<file path="config.mk">
export PLATFORM = sky130hd
export DESIGN_NAME = insn_decode_unit
export DESIGN_NICKNAME = d
export VERILOG_FILES = /design/src/rtl/idu_pkg.sv /design/src/rtl/idu_field_split.sv /design/src/rtl/idu_in_sync.sv /design/src/rtl/idu_cond_eval.sv /design/src/rtl/insn_decode_unit.sv
export SDC_FILE = /design/constraint.sdc
export NUM_CORES = 1
export LEC_CHECK = 0
export ABC_AREA = 1
export BUFFER_PORTS_ARGS = -buffer_cell sky130_fd_sc_hd__buf_2
export CORE_UTILIZATION = 39
export CTS_BUF_LIST = sky130_fd_sc_hd__clkbuf_16
export DETAILED_ROUTE_END_ITERATION = 7
export PLACE_DENSITY = 0.77
export SLEW_MARGIN = 20
export SYNTH_ARGS = -nofsm -noshare
export SYNTH_HDL_FRONTEND = slang
export SYNTH_SLANG_ARGS = --single-unit
</file>
<file path="constraint.sdc">
create_clock -name clk -period 0.8 [get_ports clk]
set_input_delay 0.04 -clock clk [delete_from_list [all_inputs] [get_ports clk]]
set_output_delay 0.04 -clock clk [all_outputs]
set_load 0.05 [all_outputs]
</file>
<file path="src/rtl/idu_pkg.sv">
`timescale 1ns/1ps
// Package idu_pkg
// Shared widths and the operand-select encoding for the instruction decoder.
// Assumes a 16-bit word with two layouts selected by the top bit.
package idu_pkg;
    localparam int INSN_W    = 16;
    localparam int OPC_W     = 4;
    localparam int REG_IDX_W = 3;
    localparam int COND_W    = 4;
    localparam int IMM_W     = 8;
    localparam int NUM_EXT   = 4;

    typedef enum logic [1:0] {
        OPS_REG   = 2'd0,
        OPS_SHORT = 2'd1,
        OPS_IMM8  = 2'd2
    } opsel_e;
endpackage

</file>
<file path="src/rtl/idu_field_split.sv">
`timescale 1ns/1ps
// Module idu_field_split
// Pure wiring/decode: cuts the instruction word into its fields.
// Assumes the form bit is the MSB, followed by an 8-bit immediate (wide form)
// or source, short-immediate select and condition (conditional form),
// with destination and opcode in the low bits of both forms.
module idu_field_split
    import idu_pkg::*;
#(
    parameter int W_INSN = INSN_W,
    parameter int W_OPC  = OPC_W,
    parameter int W_REG  = REG_IDX_W,
    parameter int W_COND = COND_W,
    parameter int W_IMM  = IMM_W
) (
    input  logic [W_INSN-1:0] word_i,
    output logic              form_wide_o,
    output logic [W_OPC-1:0]  opc_o,
    output logic [W_REG-1:0]  dst_o,
    output logic [W_REG-1:0]  src_o,
    output logic              src_short_o,
    output logic [W_COND-1:0] cond_o,
    output logic [W_IMM-1:0]  imm_wide_o
);
    localparam int DST_LO   = W_OPC;
    localparam int DST_HI   = DST_LO + W_REG - 1;
    localparam int COND_LO  = DST_HI + 1;
    localparam int COND_HI  = COND_LO + W_COND - 1;
    localparam int SHSEL_B  = COND_HI + 1;
    localparam int SRC_LO   = SHSEL_B + 1;
    localparam int SRC_HI   = SRC_LO + W_REG - 1;
    localparam int IMM_LO   = DST_HI + 1;
    localparam int IMM_HI   = IMM_LO + W_IMM - 1;
    localparam int FORM_B   = W_INSN - 1;

    // Field extraction common to both forms and specific to each.
    always_comb begin
        form_wide_o = word_i[FORM_B];
        opc_o       = word_i[W_OPC-1:0];
        dst_o       = word_i[DST_HI:DST_LO];
        src_o       = word_i[SRC_HI:SRC_LO];
        src_short_o = word_i[SHSEL_B];
        cond_o      = word_i[COND_HI:COND_LO];
        imm_wide_o  = word_i[IMM_HI:IMM_LO];
    end
endmodule

</file>
<file path="src/rtl/idu_in_sync.sv">
`timescale 1ns/1ps
// Module idu_in_sync
// Two-flop synchronizer, one chain per external input bit.
// Assumes inputs are asynchronous level signals; reset clears both stages.
module idu_in_sync
    import idu_pkg::*;
#(
    parameter int N_IN = NUM_EXT
) (
    input  logic            clk,
    input  logic            rst_n,
    input  logic [N_IN-1:0] async_i,
    output logic [N_IN-1:0] sync_o
);
    localparam int WARM_DONE = 2;

    genvar g;
    generate
        for (g = 0; g < N_IN; g++) begin : g_chain
            logic stg1_q;
            logic stg2_q;
            // Capture then re-time one external bit.
            always_ff @(posedge clk) begin
                if (!rst_n) begin
                    stg1_q <= 1'b0;
                    stg2_q <= 1'b0;
                end else begin
                    stg1_q <= async_i[g];
                    stg2_q <= stg1_q;
                end
            end
            assign sync_o[g] = stg2_q;
        end
    endgenerate

    // Counts edges since reset so the latency check only looks at valid history.
    logic [1:0] warm_q;
    always_ff @(posedge clk) begin
        if (!rst_n)                  warm_q <= 2'd0;
        else if (warm_q != 2'(WARM_DONE)) warm_q <= warm_q + 2'd1;
    end

    p_two_edge_latency_r9: assert property (@(posedge clk) disable iff (!rst_n)
        (warm_q == 2'(WARM_DONE)) |-> (sync_o == $past(async_i, 2)));
endmodule

</file>
<file path="src/rtl/idu_cond_eval.sv">
`timescale 1ns/1ps
// Module idu_cond_eval
// Evaluates a condition code: the low bits pick a test among always-true,
// the three flags and the synchronized external inputs; the top bit keeps
// (1) or inverts (0) the picked test. Assumes 3 + 1 + N_EXT tests fill the
// select range exactly.
module idu_cond_eval
    import idu_pkg::*;
#(
    parameter int W_COND = COND_W,
    parameter int N_EXT  = NUM_EXT
) (
    input  logic              clk,
    input  logic              rst_n,
    input  logic [W_COND-1:0] cond_i,
    input  logic              z_i,
    input  logic              c_i,
    input  logic              s_i,
    input  logic [N_EXT-1:0]  ext_i,
    output logic              pass_o
);
    localparam int SEL_W   = W_COND - 1;
    localparam int N_TESTS = 1 << SEL_W;
    localparam int EXT_LO  = 4;

    logic [N_TESTS-1:0] tests;
    logic               picked;

    // Fixed tests in the low slots of the test vector.
    always_comb begin
        tests[0] = 1'b1;
        tests[1] = z_i;
        tests[2] = c_i;
        tests[3] = s_i;
    end

    genvar g;
    generate
        for (g = 0; g < N_EXT; g++) begin : g_ext_slot
            assign tests[EXT_LO+g] = ext_i[g];
        end
    endgenerate

    // Select the test and apply the sense bit.
    always_comb begin
        picked = tests[cond_i[SEL_W-1:0]];
        pass_o = cond_i[W_COND-1] ? picked : ~picked;
    end

    p_code_zero_never_r5: assert property (@(posedge clk) disable iff (!rst_n)
        (cond_i == '0) |-> !pass_o);
    p_always_passes_r4: assert property (@(posedge clk) disable iff (!rst_n)
        (cond_i == {1'b1, {SEL_W{1'b0}}}) |-> pass_o);
endmodule

</file>
<file path="src/rtl/insn_decode_unit.sv">
`timescale 1ns/1ps
// Module insn_decode_unit
// Top of the instruction decoder: field split, condition evaluation with
// synchronized external inputs, operand selection, and detection of the
// reserved all-zero (no-op) and all-ones (trap) words.
// Assumes flags are already registered by the ALU and stable per cycle.
module insn_decode_unit
    import idu_pkg::*;
(
    input  logic                 clk,
    input  logic                 rst_n,
    input  logic [INSN_W-1:0]    instr_i,
    input  logic                 flag_z_i,
    input  logic                 flag_c_i,
    input  logic                 flag_s_i,
    input  logic [NUM_EXT-1:0]   ext_in_i,
    output logic                 imm_form_o,
    output logic [OPC_W-1:0]     opcode_o,
    output logic [REG_IDX_W-1:0] dest_idx_o,
    output logic [REG_IDX_W-1:0] src_idx_o,
    output logic [1:0]           operand_sel_o,
    output logic [IMM_W-1:0]     imm_o,
    output logic                 exec_en_o,
    output logic                 is_nop_o,
    output logic                 is_inv_o
);
    localparam logic [REG_IDX_W-1:0] PC_IDX = '1;
    localparam int PAD_W = IMM_W - REG_IDX_W;

    logic                 wide_form;
    logic [OPC_W-1:0]     opc_f;
    logic [REG_IDX_W-1:0] dst_f;
    logic [REG_IDX_W-1:0] src_f;
    logic                 short_sel;
    logic [COND_W-1:0]    cond_f;
    logic [IMM_W-1:0]     imm_f;
    logic [NUM_EXT-1:0]   ext_sync;
    logic                 cond_pass;
    opsel_e               opsel;

    idu_field_split u_split (
        .word_i      (instr_i),
        .form_wide_o (wide_form),
        .opc_o       (opc_f),
        .dst_o       (dst_f),
        .src_o       (src_f),
        .src_short_o (short_sel),
        .cond_o      (cond_f),
        .imm_wide_o  (imm_f)
    );

    idu_in_sync u_sync (
        .clk     (clk),
        .rst_n   (rst_n),
        .async_i (ext_in_i),
        .sync_o  (ext_sync)
    );

    idu_cond_eval u_cond (
        .clk    (clk),
        .rst_n  (rst_n),
        .cond_i (cond_f),
        .z_i    (flag_z_i),
        .c_i    (flag_c_i),
        .s_i    (flag_s_i),
        .ext_i  (ext_sync),
        .pass_o (cond_pass)
    );

    // Operand source and immediate value per form.
    always_comb begin
        if (wide_form) begin
            opsel     = OPS_IMM8;
            imm_o     = imm_f;
            src_idx_o = '0;
        end else if (short_sel) begin
            opsel     = OPS_SHORT;
            imm_o     = {{PAD_W{1'b0}}, src_f};
            src_idx_o = src_f;
        end else begin
            opsel     = OPS_REG;
            imm_o     = '0;
            src_idx_o = src_f;
        end
    end

    // Execute-enable, reserved-word flags and pass-through fields.
    always_comb begin
        operand_sel_o = opsel;
        imm_form_o    = wide_form;
        opcode_o      = opc_f;
        dest_idx_o    = dst_f;
        exec_en_o     = wide_form | cond_pass;
        is_nop_o      = (instr_i == '0);
        is_inv_o      = &instr_i;
    end

    p_wide_always_exec_r6: assert property (@(posedge clk) disable iff (!rst_n)
        imm_form_o |-> exec_en_o);
    p_nop_never_exec_r7: assert property (@(posedge clk) disable iff (!rst_n)
        is_nop_o |-> (!exec_en_o && !imm_form_o));
    p_trap_to_pc_r8: assert property (@(posedge clk) disable iff (!rst_n)
        is_inv_o |-> (exec_en_o && dest_idx_o == PC_IDX && imm_o == '1));
    p_reserved_exclusive_r7: assert property (@(posedge clk) disable iff (!rst_n)
        $onehot0({is_nop_o, is_inv_o}));
    p_short_imm_range_r3: assert property (@(posedge clk) disable iff (!rst_n)
        (operand_sel_o == 2'd1) |-> (imm_o[IMM_W-1:REG_IDX_W] == '0 && imm_o[REG_IDX_W-1:0] == src_idx_o));
endmodule

</file>
==> flow_summary.json, run 1 <==
{
  "status": "complete, but fails checks",
  "violations": "negative setup slack",
  "start_util_pct": 42.6,
  "cts_made_buffers": 3,
  "pin_count": 49,
  "drive_gt1_share_pct": 58.8,
  "synth_top_area_share_pct": 24.7,
  "yosysTopAreaCell": "dfxtp_1",
  "peakVddDrop_v": 0.00156,
  "clock_path_buffers": 2,
  "diodes": 0,
  "place_area_um2": 1030,
  "dpl.hpwl_um": 1310,
  "cp_slowest_cell": "dfxtp_2",
  "pre_cts_slack_ns": -0.290,
  "synth.distinct_cells": 18,
  "die_width_um": 42.8,
  "grt_pass1_wl_um": 3550,
  "maxCapViolCount": 0,
  "route.detailed.drc": 0,
  "ant_nets": 0,
  "overflow": 0,
  "viasPerCell": 5.33,
  "antenna_found_initial": 0,
  "globalRouteTotalUtil_pct": 26.6,
  "setup_viol": 8,
  "arrival_ns": 1.18,
  "synthToLayoutAreaGrowth_pct": 113,
  "synth_nets": 129,
  "synth-seq-cells": 8,
  "fin_crit_ns": 1.22,
  "cts.htree.levels": 1,
  "fill_cells": 62,
  "period_share_pct": 153,
  "cp_cell_sequence": "inv_1 -> nand2_1 -> nand3_2 -> nand3_2 -> nand3_2 -> nand3_4 -> buf_8",
  "clockPowerShare_pct": 40.0,
  "seqCellArea_um2": 164,
  "clkLatencyLatePin_ns": 0.23,
  "dieArea_um2": 1830,
  "synth_area_um2": 649,
  "tns_ns": -0.705,
  "end_kind": "primary output",
  "first_global_vias": 851,
  "drt_iter0_drc": 23,
  "critPathRequiredTime_ns": 0.76,
  "path_clk_slew_ns": 0.03,
  "instances_no_fill": 176,
  "stdcell_area_um2": 1390,
  "yosysSeqAreaShare_pct": 24.7,
  "maxSlewViolCount": 0,
  "fp-row-count": 14,
  "place_inst": 166,
  "path_common_cell": "nand3_2",
  "syn_inst": 104,
  "pwr-share-seq_pct": 20.5,
  "max_slew_margin_pct": 82.0,
  "swShare_pct": 34.3,
  "avgRoutedWirePerCell_um": 17.0,
  "syn_avg_cell_area_um2": 6.24,
  "switching_power_w": 0.000714,
  "cp_top_family": "simple AND/OR/NAND/NOR gates",
  "cp-start-kind": "flop",
  "fp.dieH_um": 42.8,
  "clockRootBuffer": "clkbuf_16",
  "worstMarginPinSlew_ns": 0.272,
  "p_per_area_nw_per_um2": 1500,
  "clock.fmax_mhz": 817,
  "first_pass_iters": 4,
  "grt_max_degree": 10,
  "core_area_um2": 1520,
  "vias": 938,
  "p_leak_nw": 0.737,
  "port_buffers": 48,
  "setup_slack_ns": -0.423,
  "crit_type": "flop to primary output",
  "power.internal_w": 0.00137,
  "cts.sink_count": 8,
  "final_hold_viol_count": 0,
  "fin_skew_ns": 0.000114,
  "holdCritPathClass": "primary input to flop",
  "cp_max_fo": 2,
  "totalWireLength_um": 3000,
  "cp_num_buf_inv": 2,
  "gp_routability_congestion": 0.809,
  "hold_ws_ns": 0.0866,
  "multiInputGateArea_um2": 479,
  "cts_tree": "built",
  "nNetsFinal": 187,
  "yosys_warnings": 0,
  "cp_slowest_stage_delay_ns": 0.33,
  "combPwrFrac_pct": 39.4,
  "yosys-top-cells-area": "dfxtp_1 (25%), nand2_1 (15%), inv_1 (14%), buf_4 (10%), nand3_1 (9.2%)",
  "rsz0062_at_grt": "true"
}
[per-layer routing]
| metal | wire, um | global-route usage [%] | part of all wire, % |
|---|---|---|---|
| met5 | 0 | 0 | 0 |
| met1 | 1080 | 25.6 | 36 |
| met2 | 1600 | 52.4 | 53 |
| met3 | 191 | 4.68 | 6.4 |
| met4 | 124 | 13.1 | 4.1 |
[layout make-up]
cell class,instances,share of cell area (%)
timing repair buffer,65,38.1
sequential,8,11.8
clock buffer,3,5.42
tap,16,1.44
inverter,26,8.66
multi-input combinational,58,34.6
[cell families after synthesis]
group / share of synthesized area, %
compound gates: 3.66
buf+inv: 29.9
flops: 24.7
simple gates: 41.8
[power groups by stage]
stage,sequential [W],clock [W],combinational [W]
after global routing,0.000429,0.000862,0.000854
after global placement,0.000431,0,0.000621
after floorplan,0.000431,0,0.000467
after detailed placement,0.000432,0,0.000631
after CTS,0.000428,0.000837,0.000725
final,0.000428,0.000834,0.000821
[worst reg2reg max path, stage by stage (launching register included)]
cell and delay (ns):
dfxtp_1 0.29, nand2_1 0.06, inv_1 0.03
[metrics by stage]
step	util, %	power [W]
global placement	67.4	0.00105
floorplan	-	0.000898
detailed placement	67.4	0.00106
finish	91.0	0.00208
global route	91.0	0.00215
CTS	84.2	0.00199
[placed cells by master, fill, tap and decap left out, types with 2 or more instances in the layout]
master / count
nand3_4: 2
dfxtp_2: 3
o22ai_4: 3
buf_12: 2
nand3_1: 5
nor2_1: 2
nor4_4: 5
nand2_1: 23
buf_4: 14
inv_1: 22
nand2_2: 3
buf_8: 3
nand4_1: 3
clkinvlp_4: 2
clkbuf_16: 3
nand3_2: 6
buf_2: 28
buf_6: 14
dlygate4sd3_1: 4
dfxtp_1: 5
[registers in the layout, summed over array words and instances (netlist names)]
signal                 count
u_sync.g_chain.stg1_q      4
u_sync.g_chain.stg2_q      4
[synth_stat cells]
master,number
o22ai_1,3
nand3_1,12
nand2_2,2
o21ai_1,1
nand4_1,3
nor4_2,3
nand3_2,1
clkbuf_1,1
nand2_1,26
buf_4,9
inv_1,24
nand3b_1,1
buf_6,2
nor2_1,4
nor4_1,2
dfxtp_1,8
inv_4,1
inv_2,1
[final timing paths]
kind | slack (ns) | to | depth (start not counted) | from
setup / recovery | -0.42 | exec_en_o | 7 | u_sync.g_chain[3].stg2_q$_SDFF_PN0_
hold / removal | 0.09 | u_sync.g_chain[3].stg2_q$_SDFF_PN0_ | 3 | rst_n
setup reg to reg | 0.32 | u_sync.g_chain[0].stg2_q$_SDFF_PN0_ | 2 | u_sync.g_chain[0].stg1_q$_SDFF_PN0_
hold reg to reg | 0.41 | u_sync.g_chain[2].stg2_q$_SDFF_PN0_ | 2 | u_sync.g_chain[2].stg1_q$_SDFF_PN0_
[what timing repair did]
| action | in CTS | in global routing |
|---|---|---|
| pin swaps | 11 | 9 |
| buffers inserted | 3 | 0 |
| setup endpoints to repair | 9 | 8 |
| hold buffers | 4 | 0 |
| hold endpoints to repair | 4 | 0 |
| gates resized for setup | 34 | 25 |
Note: power is estimated with default switching activity, not from simulation.
==> inputs of run 2 (changes only) <==
Settings changed: CORE_MARGIN set to 4.
==> run 2 against run 1 <==
  * The run still ends with negative setup slack left
  * Largest power group unchanged
  * Clock skew barely moved
  * Core utilization fell by 5.8 points
  * Fmax rose by 5.1%
  * Via count fell by 7.5%
  * Sequential power barely moved
  * First-iteration DRC count fell by 8.7%
  * Register-to-register slack barely moved
  * Global-route usage fell by 6.1 points
  * Largest cell class unchanged
  * Design area fell by 5.3%
  * Critical path type unchanged
==> flow_summary.json, run 2 (synthesized netlist as in run 1, its figures left out) <==
{
  "status": "complete, but fails checks",
  "violations": "negative setup slack",
  "switching_power_w": 0.000671,
  "port_buffers": 48,
  "cts_tree": "built",
  "worstMarginPinSlew_ns": 0.273,
  "swShare_pct": 33.2,
  "multiInputGateArea_um2": 432,
  "layout_commonest_cell": "buf_2",
  "die_width_um": 48.8,
  "p_leak_nw": 0.719,
  "cts.htree.levels": 1,
  "maxCapViolCount": 0,
  "p_per_area_nw_per_um2": 1540,
  "cp_slowest_cell": "dfxtp_1",
  "power_w": 0.00202,
  "fin_skew_ns": 0.000346,
  "worstSetupStartpoint": "u_sync.g_chain[1].stg2_q$_SDFF_PN0_",
  "seqCellArea_um2": 164,
  "first_pass_iters": 4,
  "setup_viol": 7,
  "maxSlewViolCount": 0,
  "hp-start": "ext_in_i[0]",
  "grt_pass1_wl_um": 3900,
  "globalRouteTotalUtil_pct": 20.6,
  "crit_type": "flop to primary output",
  "fp.dieH_um": 48.8,
  "r2r_slack_ns": 0.32,
  "period_share_pct": 146,
  "clockRootBuffer": "clkbuf_16",
  "rr_worst_depth": 2,
  "cp_max_fo": 2,
  "cts_made_buffers": 3,
  "combPwrFrac_pct": 38.2,
  "power.internal_w": 0.00135,
  "pre_cts_slack_ns": -0.242,
  "r2r-end": "u_sync.g_chain[0].stg2_q$_SDFF_PN0_",
  "pwr-share-seq_pct": 21.1,
  "nNetsFinal": 186,
  "peakVddDrop_v": 0.00165,
  "tns_ns": -0.534,
  "final_hold_viol_count": 0,
  "critPathRequiredTime_ns": 0.76,
  "clkLatencyLatePin_ns": 0.23,
  "totalWireLength_um": 2680,
  "grt_max_degree": 10,
  "path_common_cell": "nand2_1",
  "gp_routability_congestion": 0.791,
  "cp_cell_sequence": "nand2_1 -> nand2_1 -> nand2_1 -> nand3_2 -> nand3_2 -> nand3_4 -> buf_8",
  "drive_gt1_share_pct": 56.0,
  "dieArea_um2": 2380,
  "start_util_pct": 42.1,
  "fp-row-count": 14,
  "top_regs": "u_sync.g_chain.stg1_q (4), u_sync.g_chain.stg2_q (4)",
  "avgRoutedWirePerCell_um": 15.3,
  "cp_slowest_stage_delay_ns": 0.29,
  "pin_count": 49,
  "clockPowerShare_pct": 40.7,
  "instances_no_fill": 175,
  "core_area_um2": 1540,
  "holdCritPathClass": "primary input to flop",
  "ant_nets": 0,
  "overflow": 0,
  "place_inst": 168,
  "clock_path_buffers": 2,
  "route.detailed.drc": 0,
  "worstHoldEndpoint": "u_sync.g_chain[0].stg1_q$_SDFF_PN0_",
  "fill_cells": 92,
  "antenna_found_initial": 0,
  "r2r_start": "u_sync.g_chain[0].stg1_q$_SDFF_PN0_",
  "max_slew_margin_pct": 81.9,
  "synthToLayoutAreaGrowth_pct": 102,
  "viasPerCell": 4.96,
  "cts.sink_count": 8,
  "drt_iter0_drc": 21,
  "diodes": 0,
  "first_global_vias": 895,
  "rsz0062_at_grt": "true",
  "dpl.hpwl_um": 1560,
  "path_clk_slew_ns": 0.03,
  "setup_slack_ns": -0.364,
  "clock.fmax_mhz": 859,
  "fin_crit_ns": 1.16,
  "end_kind": "primary output",
  "mostFrequentLayoutCells": "buf_2 (33), nand2_1 (24), inv_1 (22), buf_4 (12), buf_6 (9)",
  "cp-start-kind": "flop",
  "arrival_ns": 1.12,
  "vias": 868,
  "min_delay_path_depth": 3
}
==> run 2: cell count changes in the layout (fill, tap and decap cells not counted), sizes merged <==
cell	delta
dlygate4sd3	-1
==> run 2: worst max path at each step <==
stage	slack, ns	endpoint	cells past startpoint
final	-0.36	exec_en_o	7
after global routing	-0.43	exec_en_o	7
after floorplan	-0.14	is_inv_o	5
after detailed placement	-0.24	exec_en_o	7
after global placement	-0.23	exec_en_o	8
after CTS	-0.35	exec_en_o	7
==> run 2: metrics by stage <==
stage	util (%)	hold slack, ns	cell area [um2]
floorplan	-	0.133	782
global placement	67.6	0.217	1040
detailed placement	67.6	0.221	1040
CTS	81.1	0.00210	1250
global route	85.1	0.0274	1310
finish	85.1	0.0000420	1310
==> run 2: area by class of cell <==
class                   count  area share [%]
flip-flops and latches      8            12.5
well taps                  16            1.53
repair buffers             64            38.2
clock buffers               3            5.72
multi-input cells          58            32.9
inverters                  26            9.15
==> run 2: worst max-delay path: cells and delay by family, from the launching register on <==
family	cells	cell delay, ns
buffers and inverters	1	0.15
DFF	1	0.29
and+or+nand+nor	6	0.47
==> run 2: timing repair <==
action	4_1_cts	5_1_grt
endpoints found under the hold margin	3	0
endpoints found under the setup margin	7	8
cloned	0	0
pin swaps	8	7
gates resized for setup	29	17
hold buffers	3	0
setup buffers	1	0
==> run 2: power groups by stage <==
stage | clock (W) | combinational [W] | sequential [W]
2_1_floorplan | 0 | 0.000467 | 0.000431
3_3_place_gp | 0 | 0.000634 | 0.000431
3_5_place_dp | 0 | 0.000646 | 0.000432
4_1_cts | 0.000839 | 0.000717 | 0.000427
5_1_grt | 0.000871 | 0.000812 | 0.000428
6_report | 0.000823 | 0.000772 | 0.000427
==> run 2: routing by layer <==
layer,up-vias,global-route usage (%),part of all wire [%]
li1,424,-,-
met1,402,19.1,36
met2,36,40.4,57
met3,6,3.36,4.2
met4,0,12.1,2.0
met5,-,0,0
